===== src/rtl/useq_pkg.sv =====
package useq_pkg;
  localparam int SEL_W = 4;

  typedef enum logic [SEL_W-1:0] {
    SEL_STEP     = 4'b0000,
    SEL_JUMP     = 4'b0001,
    SEL_JC       = 4'b0010,
    SEL_JZ       = 4'b0100,
    SEL_JNC      = 4'b1010,
    SEL_JNZ      = 4'b1100
  } nxtSel_e;

  typedef struct packed {
    logic loadJump;
    logic advance;
  } seqStrobe_t;
endpackage


===== src/rtl/useq_branch_ctl.sv =====
module useq_branch_ctl
  import useq_pkg::*;
(
  input  logic             clk,
  input  logic             rst,
  input  logic [SEL_W-1:0] nxtSel,
  input  logic             carryFlag,
  input  logic             zeroFlag,
  output seqStrobe_t       strobe
);
  logic takeJump;

  always_comb begin
    unique case (nxtSel)
      SEL_JUMP: takeJump = 1'b1;
      SEL_JC:   takeJump = carryFlag;
      SEL_JNC:  takeJump = ~carryFlag;
      SEL_JZ:   takeJump = zeroFlag;
      SEL_JNZ:  takeJump = ~zeroFlag;
      default:  takeJump = 1'b0;
    endcase
  end

  assign strobe.loadJump = takeJump;
  assign strobe.advance  = ~takeJump;

  assert_uncond_R3: assert property (@(posedge clk) disable iff (rst)
    nxtSel == 4'b0001 |-> strobe.loadJump);
  assert_carry_R4: assert property (@(posedge clk) disable iff (rst)
    nxtSel == 4'b0010 |-> strobe.loadJump == carryFlag);
  assert_ncarry_R5: assert property (@(posedge clk) disable iff (rst)
    nxtSel == 4'b1010 |-> strobe.loadJump != carryFlag);
  assert_zero_R6: assert property (@(posedge clk) disable iff (rst)
    nxtSel == 4'b0100 |-> strobe.loadJump == zeroFlag);
  assert_nzero_R7: assert property (@(posedge clk) disable iff (rst)
    nxtSel == 4'b1100 |-> strobe.loadJump != zeroFlag);
  assert_other_R8: assert property (@(posedge clk) disable iff (rst)
    !(nxtSel inside {4'b0001, 4'b0010, 4'b1010, 4'b0100, 4'b1100})
      |-> strobe.advance && !strobe.loadJump);
endmodule


===== src/rtl/useq_addr_path.sv =====
module useq_addr_path
  import useq_pkg::*;
#(
  parameter int ADDR_W = 8
) (
  input  logic              clk,
  input  logic              rst,
  input  seqStrobe_t        strobe,
  input  logic [ADDR_W-1:0] jumpAddr,
  output logic [ADDR_W-1:0] addrQ
);
  localparam logic [ADDR_W-1:0] ONE = ADDR_W'(1);

  logic [ADDR_W-1:0] addrInc;
  logic [ADDR_W-1:0] addrNext;

  assign addrInc = addrQ + ONE;

  always_comb begin
    if (strobe.loadJump)     addrNext = jumpAddr;
    else if (strobe.advance) addrNext = addrInc;
    else                     addrNext = addrQ;
  end

  always_ff @(posedge clk) begin
    if (rst) addrQ <= '0;
    else     addrQ <= addrNext;
  end

  assert_step_R2: assert property (@(posedge clk) disable iff (rst)
    !strobe.loadJump |=> addrQ == ADDR_W'($past(addrQ) + ONE));
  assert_load_R10: assert property (@(posedge clk) disable iff (rst)
    strobe.loadJump |=> addrQ == $past(jumpAddr));
  assert_wrap_R9: assert property (@(posedge clk) disable iff (rst)
    (!strobe.loadJump && addrQ == '1) |=> addrQ == '0);
endmodule


===== src/rtl/useq_top.sv =====
module useq_top
  import useq_pkg::*;
#(
  parameter int ADDR_W = 8
) (
  input  logic              clk,
  input  logic              rst,
  input  logic [3:0]        nxtSel,
  input  logic [ADDR_W-1:0] jumpAddr,
  input  logic              carryFlag,
  input  logic              zeroFlag,
  output logic [ADDR_W-1:0] csAddr
);
  seqStrobe_t strobe;

  useq_branch_ctl u_ctl (
    .clk       (clk),
    .rst       (rst),
    .nxtSel    (nxtSel),
    .carryFlag (carryFlag),
    .zeroFlag  (zeroFlag),
    .strobe    (strobe)
  );

  useq_addr_path #(.ADDR_W(ADDR_W)) u_path (
    .clk      (clk),
    .rst      (rst),
    .strobe   (strobe),
    .jumpAddr (jumpAddr),
    .addrQ    (csAddr)
  );
endmodule


===== config.mk =====
export PLATFORM = sky130hd
export DESIGN_NAME = useq_top
export DESIGN_NICKNAME = d
export VERILOG_FILES = /design/src/rtl/useq_pkg.sv /design/src/rtl/useq_branch_ctl.sv /design/src/rtl/useq_addr_path.sv /design/src/rtl/useq_top.sv
export SDC_FILE = /design/constraint.sdc
export NUM_CORES = 1
export LEC_CHECK = 0
export ABC_CLOCK_PERIOD_IN_PS = 1980
export CAP_MARGIN = 10
export CELL_PAD_IN_SITES_DETAIL_PLACEMENT = 1
export CELL_PAD_IN_SITES_GLOBAL_PLACEMENT = 2
export CORE_MARGIN = 2
export CORE_UTILIZATION = 34
export CTS_BUF_LIST = sky130_fd_sc_hd__clkbuf_8
export DETAILED_ROUTE_END_ITERATION = 6
export DONT_BUFFER_PORTS = 1
export PLACE_DENSITY_LB_ADDON = 0.1
export SYNTH_ARGS = -nofsm -noshare
export SYNTH_HDL_FRONTEND = slang
export SYNTH_HIERARCHICAL = 1
export SYNTH_SLANG_ARGS = --single-unit

===== constraint.sdc =====
create_clock -name clk -period 1.98 [get_ports clk]
set_input_delay 0.297 -clock clk [delete_from_list [all_inputs] [get_ports clk]]
set_output_delay 0.297 -clock clk [all_outputs]
set_load 0.005 [all_outputs]

==> reports/results.ini <==
[cts]
cts.repair.resized=0
cts.hold.buffers_added=0
post_cts_buffers=0
root_buffer=clkbuf_8
clk_pin_slew_ns=0.04
h-tree-depth=1
clockBufferDepth=2
cts_buffers=3
clock_sinks=8
cts_tree=built
clock_latency_ns=0.22

[place]
gp_congestion=0.6674
dp_hpwl_mm=1.028
portBuffers=0
dp_cells=76

[setup_path]
cp-start-kind=input pin
r2r-end=u_path/addrQ[7]$_SDFFE_PP0P_
worst-r2r-cell-count=3
path_class=in -> reg
crit_start=nxtSel[3]
worstSetupEndpoint=u_path/addrQ[7]$_SDFFE_PP0P_
r2r-start=u_path/addrQ[2]$_SDFFE_PP0P_
cp_max_fo=3
r2r_slack_ns=0.61
critPathCaptureType=flip-flop
worstPathArrival_ns=1.77
required_ns=2.11

[cells_and_area]
regArea_sq_um=160.2
reg_top3=u_path/addrQ x8
max_flop_register=u_path/addrQ
fin_util_pct=38.74
multi_input_area_sq_um=332.8
final_cell_mix=8 x dfxtp_1, 5 x nor2_1, 4 x xor2_1, 4 x o211ai_1
drive_above_1_share_pct=9.524
syn_to_final_growth_pct=8.726
nets=82
nFillCells=193
antenna-diode-count=0
largest_reg_flops=8
final_cells=79
final_common_cell=dfxtp_1

[pwr]
powerDensity_nw_per_um2=819.9
peakVddDrop_mv=0.4435
leakagePower_nw=0.1970
fin_total_pwr_mw=0.4729

[global_route]
grt_first_pass_wirelength_mm=2.221
antenna_found_initial=0
grt_use_total_pct=16.02
grt_pass1_vias=520
overflow=0
grt_start_max_net_pins=11

[timing]
final.setup_skew_ns=0.001683
fmax_ghz=0.6081
fin_crit_ns=1.644
setup_viol=0
grt_setup_unrepaired=false
slew_headroom_pct=81.46
final.period_utilization_pct=83.05
worstMarginPinSlew_ns=0.2757
setup_tns_ns=0
slew_violations=0
worst_hold_slack_ns=0.1410
finalHoldViolCount=0

[die]
die_w_microns=43.50
core_region_area_sq_um=1489
fp.dieArea_sq_um=1892
io_pins=24
start_util_pct=35.63
core.rowCount=14
fp.dieH_microns=43.50

[synthesis]
synth.distinct_cells=27
yosys_warnings=6
synth_area_sq_um=530.5
syn_avg_cell_area_sq_um=8.557
synth_seq_cells=8
synthesis.nets=79
yosysSeqAreaShare_pct=30.19
syn_inst=62

[route]
ant_nets=0
routed_via_density=5.949
drt_iter0_drc=0
drc=0
via_count=470
first_pass_iters=1
drt-total-wl_mm=1.300
avgRoutedWirePerCell_microns=16.46

[job]
maxCapViolCount=0

[worst_hold_path]
min_path_type=in -> reg

[outcome]
status=finished clean

-- layout make-up --
type | count | area share [%]
multi-input combinational | 48 | 57.70
timing repair buffer | 2 | 2.603
tap | 16 | 3.471
sequential | 8 | 27.77
clock buffer | 3 | 7.158
inverter | 2 | 1.302
-- routing by layer --
metal  global-route usage, %  routed length (microns)  vias to the layer above
met5                       0                        0                        -
met4                   9.091                       28                        0
met3                   7.500                       93                        4
met2                   25.67                      644                       17
met1                   17.35                      533                      219
li1                        -                        -                      230
-- how the worst min path moves through the flow --
stage,cells after the start,to,from,slack (ns)
floorplan,2,u_path/addrQ[1]$_SDFFE_PP0P_,jumpAddr[1],0.44
global route,1,u_path/addrQ[4]$_SDFFE_PP0P_,rst,0.13
CTS,1,u_path/addrQ[1]$_SDFFE_PP0P_,rst,0.14
global placement,1,u_path/addrQ[1]$_SDFFE_PP0P_,rst,0.37
detailed placement,1,u_path/addrQ[1]$_SDFFE_PP0P_,rst,0.37
finish,1,u_path/addrQ[1]$_SDFFE_PP0P_,rst,0.14
-- worst max-delay path, stage by stage --
cell and delay, ns:
xnor2_1 0.15, o22ai_1 0.12, o21ai_0 0.20, or3b_1 0.39, or4_1 0.48, o211ai_1 0.14
-- through the flow --
stage	cell area (sq um)	worst slack [ns]
2_1_floorplan	530.5	0.1451
3_3_place_gp	535.5	0.2427
3_5_place_dp	535.5	0.09498
4_1_cts	576.8	0.3200
5_1_grt	576.8	0.1619
6_report	576.8	0.3356
-- logic make-up (layout without fill, tap and decap cells) --
group | after synthesis | in the layout | share of synthesized area [%]
adder cells (fa/ha/maj) | 1 | 1 | 2.358
AND/OR/NAND/NOR | 22 | 22 | 23.82
flip-flops | 8 | 8 | 30.19
XOR/XNOR | 6 | 6 | 9.906
buffers and inverters | 6 | 7 | 7.074
AO/OA/AOI/OAI | 16 | 16 | 20.75
multiplexers | 3 | 3 | 5.896
-- report_power, final --
group	internal [mW]	switching [mW]
clock	0.131	0.0589
combinational	0.0405	0.0381
sequential	0.179	0.0255
total	0.350	0.122
-- synth_stat cells --
master,n,area share (%)
or2b_1,2,2.8
buf_6,1,2.1
nor2_1,5,3.5
buf_4,2,2.8
o211ai_1,4,5.7
o31a_1,1,1.7
a211oi_1,3,4.2
ha_1,1,2.4
o31ai_1,1,1.4
a21oi_1,3,2.8
o21a_1,2,2.8
o21ai_0,1,0.94
or3b_1,1,1.7
nand4_1,3,3.5
xnor2_1,2,3.3
inv_1,2,1.4
nor3_1,1,0.94
nand2_1,2,1.4
xor2_1,4,6.6
clkbuf_1,1,0.71
mux2i_1,2,3.8
nand3_1,3,2.8
o22ai_1,1,1.2
dfxtp_1,8,30
mux2_2,1,2.1
or4_1,2,2.8
nor3b_1,3,4.2
Note: power is estimated with default switching activity, not from simulation.
